--- config.mk ---
export PLATFORM = sky130hd
export DESIGN_NAME = busfront
export DESIGN_NICKNAME = d
export VERILOG_FILES = /design/src/rtl/bif_pkg.sv /design/src/rtl/bif_ctrl.sv /design/src/rtl/bif_dpath.sv /design/src/rtl/busfront.sv
export SDC_FILE = /design/constraint.sdc
export NUM_CORES = 1
export LEC_CHECK = 0
export BUFFER_PORTS_ARGS = -buffer_cell sky130_fd_sc_hd__buf_4
export CAP_MARGIN = 20
export CORE_UTILIZATION = 50
export CTS_CLUSTER_DIAMETER = 200
export DETAILED_ROUTE_END_ITERATION = 10
export GPL_TIMING_DRIVEN = 0
export PLACE_DENSITY = 0.81
export SLEW_MARGIN = 20
export SYNTH_ARGS = -nofsm -noshare
export SYNTH_HDL_FRONTEND = slang
export SYNTH_HIERARCHICAL = 1
export SYNTH_SLANG_ARGS = --single-unit
export TNS_END_PERCENT = 100
--- constraint.sdc ---
create_clock -name clk -period 5.6 [get_ports clk]
set_input_delay 0.84 -clock clk [delete_from_list [all_inputs] [get_ports clk]]
set_output_delay 0.84 -clock clk [all_outputs]
set_load 0.03 [all_outputs]
--- src/rtl/bif_pkg.sv ---
package bif_pkg;
  typedef enum logic [1:0] {
    MODE_SPLIT = 2'd0,
    MODE_STRB  = 2'd1,
    MODE_MUX   = 2'd2
  } busMode_e;

  typedef struct packed {
    logic capture;  // write active this cycle: sample address and data
    logic commit;   // write just ended: issue the write
    logic readAct;  // read active: drive the bus
    logic muxMode;  // address comes from the latch-enable capture
  } busStrb_t;

  function automatic busMode_e decodeStrap(input logic [1:0] strap);
    case (strap)
      2'b11:   return MODE_STRB;
      2'b10:   return MODE_MUX;
      default: return MODE_SPLIT;
    endcase
  endfunction
endpackage

--- src/rtl/bif_ctrl.sv ---
module bif_ctrl
  import bif_pkg::*;
(
  input  logic     clk,
  input  logic     rstN,
  input  logic     csN,
  input  logic     rdN,
  input  logic     wrN,
  input  logic [1:0] strapIn,
  output busStrb_t strb,
  output busMode_e busMode
);
  busMode_e modeQ;
  logic     wrPrev;
  logic     rdAct;
  logic     wrAct;

  always_comb begin
    if (modeQ == MODE_STRB) begin
      rdAct = !csN && !rdN && wrN;
      wrAct = !csN && !rdN && !wrN;
    end else begin
      rdAct = !csN && !rdN;
      wrAct = !csN && !wrN;
    end
  end

  always_ff @(posedge clk) begin
    if (!rstN) begin
      modeQ  <= decodeStrap(strapIn);
      wrPrev <= 1'b0;
    end else begin
      wrPrev <= wrAct;
    end
  end

  always_comb begin
    strb.capture = wrAct;
    strb.commit  = wrPrev && !wrAct;
    strb.readAct = rdAct;
    strb.muxMode = (modeQ == MODE_MUX);
  end

  assign busMode = modeQ;
endmodule

--- src/rtl/bif_dpath.sv ---
module bif_dpath
  import bif_pkg::*;
#(
  parameter int DATA_W    = 8,
  parameter int ADDR_W    = 4,
  parameter int FLAG_W    = 8,
  parameter int FLAG_ADDR = 0,
  parameter int MASK_ADDR = 1
) (
  input  logic              clk,
  input  logic              rstN,
  input  busStrb_t          strb,
  input  logic [ADDR_W-1:0] addrIn,
  input  logic [DATA_W-1:0] dataIn,
  input  logic [FLAG_W-1:0] pendSet,
  input  logic [DATA_W-1:0] regRdData,
  output logic [DATA_W-1:0] dataOut,
  output logic              dataOe,
  output logic              regRdEn,
  output logic [ADDR_W-1:0] regRdAddr,
  output logic              regWrStb,
  output logic [ADDR_W-1:0] regWrAddr,
  output logic [DATA_W-1:0] regWrData,
  output logic              irqN
);
  localparam logic [ADDR_W-1:0] FLAG_A = ADDR_W'(FLAG_ADDR);
  localparam logic [ADDR_W-1:0] MASK_A = ADDR_W'(MASK_ADDR);

  logic [ADDR_W-1:0] aleAddr, curAddr, wrAddrQ;
  logic [DATA_W-1:0] wrDataQ;
  logic [FLAG_W-1:0] flagQ, maskQ, clrVec;
  logic [DATA_W-1:0] flagWide, maskWide, rdMux;
  logic              hitFlag, hitMask;

  assign curAddr = strb.muxMode ? aleAddr : addrIn;
  assign hitFlag = (wrAddrQ == FLAG_A);
  assign hitMask = (wrAddrQ == MASK_A);

  always_ff @(posedge clk) begin
    if (!rstN) begin
      aleAddr <= '0;
      wrAddrQ <= '0;
      wrDataQ <= '0;
    end else begin
      if (strb.muxMode && addrIn[0]) aleAddr <= dataIn[ADDR_W-1:0];
      if (strb.capture) begin
        wrAddrQ <= curAddr;
        wrDataQ <= dataIn;
      end
    end
  end

  always_ff @(posedge clk) begin
    if (!rstN) begin
      regWrStb  <= 1'b0;
      regWrAddr <= '0;
      regWrData <= '0;
      maskQ     <= '0;
    end else begin
      regWrStb <= strb.commit && !hitFlag && !hitMask;
      if (strb.commit) begin
        regWrAddr <= wrAddrQ;
        regWrData <= wrDataQ;
      end
      if (strb.commit && hitMask) maskQ <= wrDataQ[FLAG_W-1:0];
    end
  end

  assign clrVec = (strb.commit && hitFlag) ? wrDataQ[FLAG_W-1:0] : '0;

  for (genvar i = 0; i < FLAG_W; i++) begin : g_flag
    always_ff @(posedge clk) begin
      if (!rstN) flagQ[i] <= 1'b0;
      else       flagQ[i] <= pendSet[i] | (flagQ[i] & ~clrVec[i]);
    end
  end

  always_comb begin
    flagWide = '0;
    maskWide = '0;
    flagWide[FLAG_W-1:0] = flagQ;
    maskWide[FLAG_W-1:0] = maskQ;
    if (curAddr == FLAG_A)      rdMux = flagWide;
    else if (curAddr == MASK_A) rdMux = maskWide;
    else                        rdMux = regRdData;
  end

  assign dataOe    = strb.readAct;
  assign regRdEn   = strb.readAct;
  assign regRdAddr = curAddr;
  assign dataOut   = strb.readAct ? rdMux : '0;
  assign irqN      = ~|(flagQ & maskQ);
endmodule

--- src/rtl/busfront.sv ---
module busfront
  import bif_pkg::*;
#(
  parameter int DATA_W    = 8,
  parameter int ADDR_W    = 4,
  parameter int FLAG_W    = 8,
  parameter int FLAG_ADDR = 0,
  parameter int MASK_ADDR = 1
) (
  input  logic              clk,
  input  logic              rstN,
  input  logic              csN,
  input  logic              rdN,
  input  logic              wrN,
  input  logic [ADDR_W-1:0] addrIn,
  input  logic [DATA_W-1:0] dataIn,
  output logic [DATA_W-1:0] dataOut,
  output logic              dataOe,
  output logic              irqN,
  input  logic [FLAG_W-1:0] pendSet,
  input  logic [DATA_W-1:0] regRdData,
  output logic              regRdEn,
  output logic [ADDR_W-1:0] regRdAddr,
  output logic              regWrStb,
  output logic [ADDR_W-1:0] regWrAddr,
  output logic [DATA_W-1:0] regWrData
);
  busStrb_t strb;
  busMode_e busMode;

  bif_ctrl i_ctrl (
    .clk(clk), .rstN(rstN), .csN(csN), .rdN(rdN), .wrN(wrN),
    .strapIn(addrIn[1:0]), .strb(strb), .busMode(busMode)
  );

  bif_dpath #(
    .DATA_W(DATA_W), .ADDR_W(ADDR_W), .FLAG_W(FLAG_W),
    .FLAG_ADDR(FLAG_ADDR), .MASK_ADDR(MASK_ADDR)
  ) i_dpath (
    .clk(clk), .rstN(rstN), .strb(strb), .addrIn(addrIn), .dataIn(dataIn),
    .pendSet(pendSet), .regRdData(regRdData), .dataOut(dataOut),
    .dataOe(dataOe), .regRdEn(regRdEn), .regRdAddr(regRdAddr),
    .regWrStb(regWrStb), .regWrAddr(regWrAddr), .regWrData(regWrData),
    .irqN(irqN)
  );
endmodule

Word level (Yosys, flattened, before mapping)
Index checks and enable logic that the tools add are counted.

Register bits after elaboration: 48. Output and inout port bits: 28.

Eq/ne operators: 6. Mux-type cells: 8. Bitwise gates (word level): 25. Reductions and logical operators: 20.

Operator list (count): 8-bit 2-to-1 mux (4); 1-bit logical AND (10); 1-bit AND (8); 8-bit AND (1); 4-bit by 1-bit equality test with 1-bit output, second input constant (2); 4-bit zero test (2); 1-bit NOT (8); 1-bit bitwise OR (8); 8-bit OR reduction (1); 1-bit zero test (7); 2-bit equality test, second input constant (3); 4-bit 2-to-1 mux (1); 2-bit case mux with 2 select lines (1); 2-bit by 1-bit equality test with 1-bit output, second input constant (1); 1-bit 2-to-1 mux (2).

Longest topological paths before layout
Depth after elaboration: 11. Gate-level depth with buffers: 7.

By module
The synthesis kept the hierarchy.

By module, submodules not included: bif_dpath (instances 1, cells an instance 219, area each 2105.8 um2, seq. area each 900.9 um2); bif_ctrl (instances 1, cells an instance 15, area each 158.9 um2, seq. area each 80.1 um2).

Worst setup path after synthesis
OpenSTA, ideal clock, no wires.

Path kind: input -> output. Start point: input port csN. End point: output port dataOut[0]. Arrival time: 1.988 ns. Required time: 4.760 ns. Path slack: 2.772 ns. Stages: 5. Path buffers: 2. Cell sequence: nor3_1 > buf_4 > buf_1 > o31ai_1 > a31oi_1.

RTL lines: from (decl) (line busfront.sv:12) `input logic csN,`; to (decl) (line busfront.sv:17) `output logic [DATA_W-1:0] dataOut,`.

==> reports/qor.csv <==
stage,metric,value,unit
outcome,status,"complete, no violations",
timing,slew_headroom,60.2,%
synthesis,avgSynthCellArea,9.68,µm²
synthesis,yosysSeqAreaShare,43.3,%
clocking,ctsResizeCount,0,
timing,worst_slack,2520,ps
routing,num_vias,1888,
routing,routed_wirelength,4.96,mm
timing,fin_skew,2.80,ps
worst_setup_path,r2r-start,i_ctrl/busMode[1],
finish,layout.nets,334,
routing,drt-pass1-iter-count,4,
clocking,cts_setup_buffers,0,
power,total_power,0.000698,W
synthesis,synth_cell_types,35,
finish,n_fill_cell,385,
power,power.density,243,nW/µm²
floorplan,num_rows,24,
floorplan,die_area,4800,µm²
synthesis,ys.flop_type,dfxtp_1,
routing,remaining_drc_errors,0,
clocking,clk_path_buf_depth,2,
floorplan,chipHeight,69.3,µm
grt,first_global_vias,1788,
worst_setup_path,crit_chain,nor2b_1 -> buf_6 -> mux2i_4 -> clkinv_1 -> nand2_1 -> a31oi_1 -> buf_4,
worst_setup_path,cp.arrival,2240,ps
worst_setup_path,worstSetupEndpointType,primary output,
worst_setup_path,cp_max_fo,10,
synthesis,yosysWarnings,6,
worst_setup_path,max_stage_delay,400,ps
synthesis,synthArstFlopShare,0,%
finish,layout-drive-gt1-share,28.2,%
clocking,numCtsBuffers,5,
clocking,clock-root-buffer,clkbuf_8,
worst_setup_path,worstSetupStartpointType,flop,
synthesis,synth.cell_area,2260,µm²
place,dpl.hpwl,3.82,mm
synthesis,synthCells,234,
routing,drtIter0Drc,72,
worst_setup_path,critPathSlowestCell,edfxtp_1,
timing,worst_pin_slew,594,ps
synthesis,synth_area_leaders,"dfxtp_1, mux2i_1, nor2b_1, nand2_1, nor3b_1",
worst_setup_path,r2r-end,i_dpath/maskQ[7],
timing,post-route-period-util,55.0,%
power,peakVddDrop,0.000153,V
timing,holdWs,480,ps
timing,max_freq,325,MHz
finish,regArea,981,µm²
routing,final_antenna_net_count,0,
grt,grt_pass1_wl,8.39,mm
worst_setup_path,required,4760,ps
finish,final_area,2880,µm²
finish,area_growth,27.0,%
place,place_congestion,0.778,
synthesis,ys_top_cells_by_count,"dfxtp_1, nand2_1, mux2i_1, nor2b_1, nor3b_1",
place,dpl-instance-area,2780,µm²
hold_path,holdCritPathClass,reg2reg,
finish,multi_input_area,1160,µm²
grt,antenna_found_initial,0,
timing,setup_tns,0,ps
synthesis,ys_ff_latch,48,
clocking,clock_latency,290,ps
timing,setup_violations,0,
worst_setup_path,cp-startpoint,i_ctrl/busMode[0],
worst_setup_path,crit_end,dataOut[5],
clocking,htreeDepth,2,
worst_setup_path,critical-path-top-delay-family,buffers and inverters,
timing,rsz0062_at_grt,false,
routing,wl_per_cell,14.0,µm
timing,period_needed,3080,ps
power,leakage,1.12,nW
clocking,clkTransAtPathRegs,80,ps
floorplan,ios,61,
synthesis,synth_edf_count,2,
timing,slew_violations,0,
clocking,cts-hold-fix-buffers,0,
timing,hold_violations,0,
synthesis,synth_top_area_share,40.7,%
synthesis,synth.most_common_cell,dfxtp_1,
worst_setup_path,path_buf_inv,3,
place,dp_slack,2660,ps
grt,grt_max_degree,14,
clocking,clock-sinks,48,
finish,antennaDiodeCount,0,
flow_run,maxCapViolations,0,
place,port_buffers,60,
routing,via_per_inst,5.35,
synthesis,synth_area_leader_cell,dfxtp_1,
worst_setup_path,worst_r2r_path_depth,7,
floorplan,start_util,52.0,%
grt,grt.overflow.total,0,
clocking,cts_tree,yes,
floorplan,die_x,69.3,µm
grt,grt_use_total,21.5,%
worst_setup_path,cp_num_cells,7,
worst_setup_path,timing_worst_setup_path_type,reg2out,
synthesis,syn-num-nets,267,
worst_setup_path,r2r_slack,3520,ps
floorplan,coreArea,4350,µm²
-- metal layers --
| layer | part of all wire, % | global-route usage, % |
|---|---|---|
| met1 | 47 | 28.5 |
| met3 | 4.4 | 4.22 |
| met5 | 0 | 0 |
| met2 | 48 | 35.3 |
| met4 | 1.1 | 6.58 |
-- stage by stage --
step | cells | util, %
final | 353 | 66.1
after CTS | 353 | 66.1
after global routing | 353 | 66.1
after detailed placement | 346 | 63.9
after global placement | 346 | 63.9
after floorplan | 234 | -
-- layout by cell type, fill, tap and decap left out --
master    count
and3b_1       1
nor3_1        2
or2_1         1
o311a_1       1
mux2i_4       1
and4_1        1
a22oi_1       4
clkbuf_8      7
mux2i_1      31
buf_12        1
nand3_1       4
a31oi_1       8
o31a_1        1
buf_4        66
inv_1         1
and2_1        1
o31ai_1       8
buf_6         1
edfxtp_1      2
o21ai_0       8
clkbuf_1      8
nor4_4        1
buf_2         2
a21boi_0      4
nor2b_1      25
o211a_1       1
nor4_1        1
dfxtp_1      46
clkinv_1      1
buf_1         1
a21oi_1       8
mux2_2        3
and2_4        1
nand2_1      38
nor3b_1       9
nor4b_4       2
-- how the worst min path moves through the flow --
stage / startpoint / end / slack (ps) / depth (start not counted)
floorplan: i_dpath/maskQ[0] / i_dpath/maskQ[0] / 450 / 2
global placement: i_dpath/maskQ[1] / i_dpath/maskQ[1] / 460 / 2
detailed placement: i_dpath/maskQ[3] / i_dpath/maskQ[3] / 470 / 2
CTS: i_dpath/maskQ[3] / i_dpath/maskQ[3] / 480 / 2
global route: i_dpath/maskQ[4] / i_dpath/maskQ[4] / 500 / 2
finish: i_dpath/maskQ[3] / i_dpath/maskQ[3] / 480 / 2
-- worst register-to-register path: stages, from the launching register on --
cell	delay (ps)
edfxtp_1	400
and3b_1	270
o31a_1	130
buf_4	150
nor4b_4	520
and2_4	260
buf_12	120
mux2i_1	180
-- layout make-up --
type | instances | share of cell area, %
clock buffer | 7 | 3.35
sequential | 48 | 34.1
multi-input combinational | 165 | 40.2
tap | 52 | 2.26
buffer | 19 | 4.18
timing repair buffer | 60 | 15.7
inverter | 2 | 0.261
-- cells by family after synthesis --
kind of cell	share of synthesized area [%]
muxes	16.2
DFF	43.3
and+or+nand+nor	22.5
AOI/OAI and AO/OA	12.3
buffers and inverters	5.63
-- power breakdown --
part           internal [W]  switching (W)
Clock              0.000110       0.000104
Combinational     0.0000549      0.0000617
Sequential         0.000356      0.0000116
-- flip-flops by register name, summed over array words and instances, names as in the netlist --
register,count
i_dpath/wrAddrQ,4
i_dpath/flagQ,8
i_dpath/maskQ,8
i_ctrl/busMode,2
i_dpath/regWrStb,1
i_dpath/wrDataQ,8
i_dpath/regWrData,8
i_dpath/aleAddr,4
i_dpath/regWrAddr,4
i_ctrl/wrPrev,1
(Power assumes the default switching activity.)
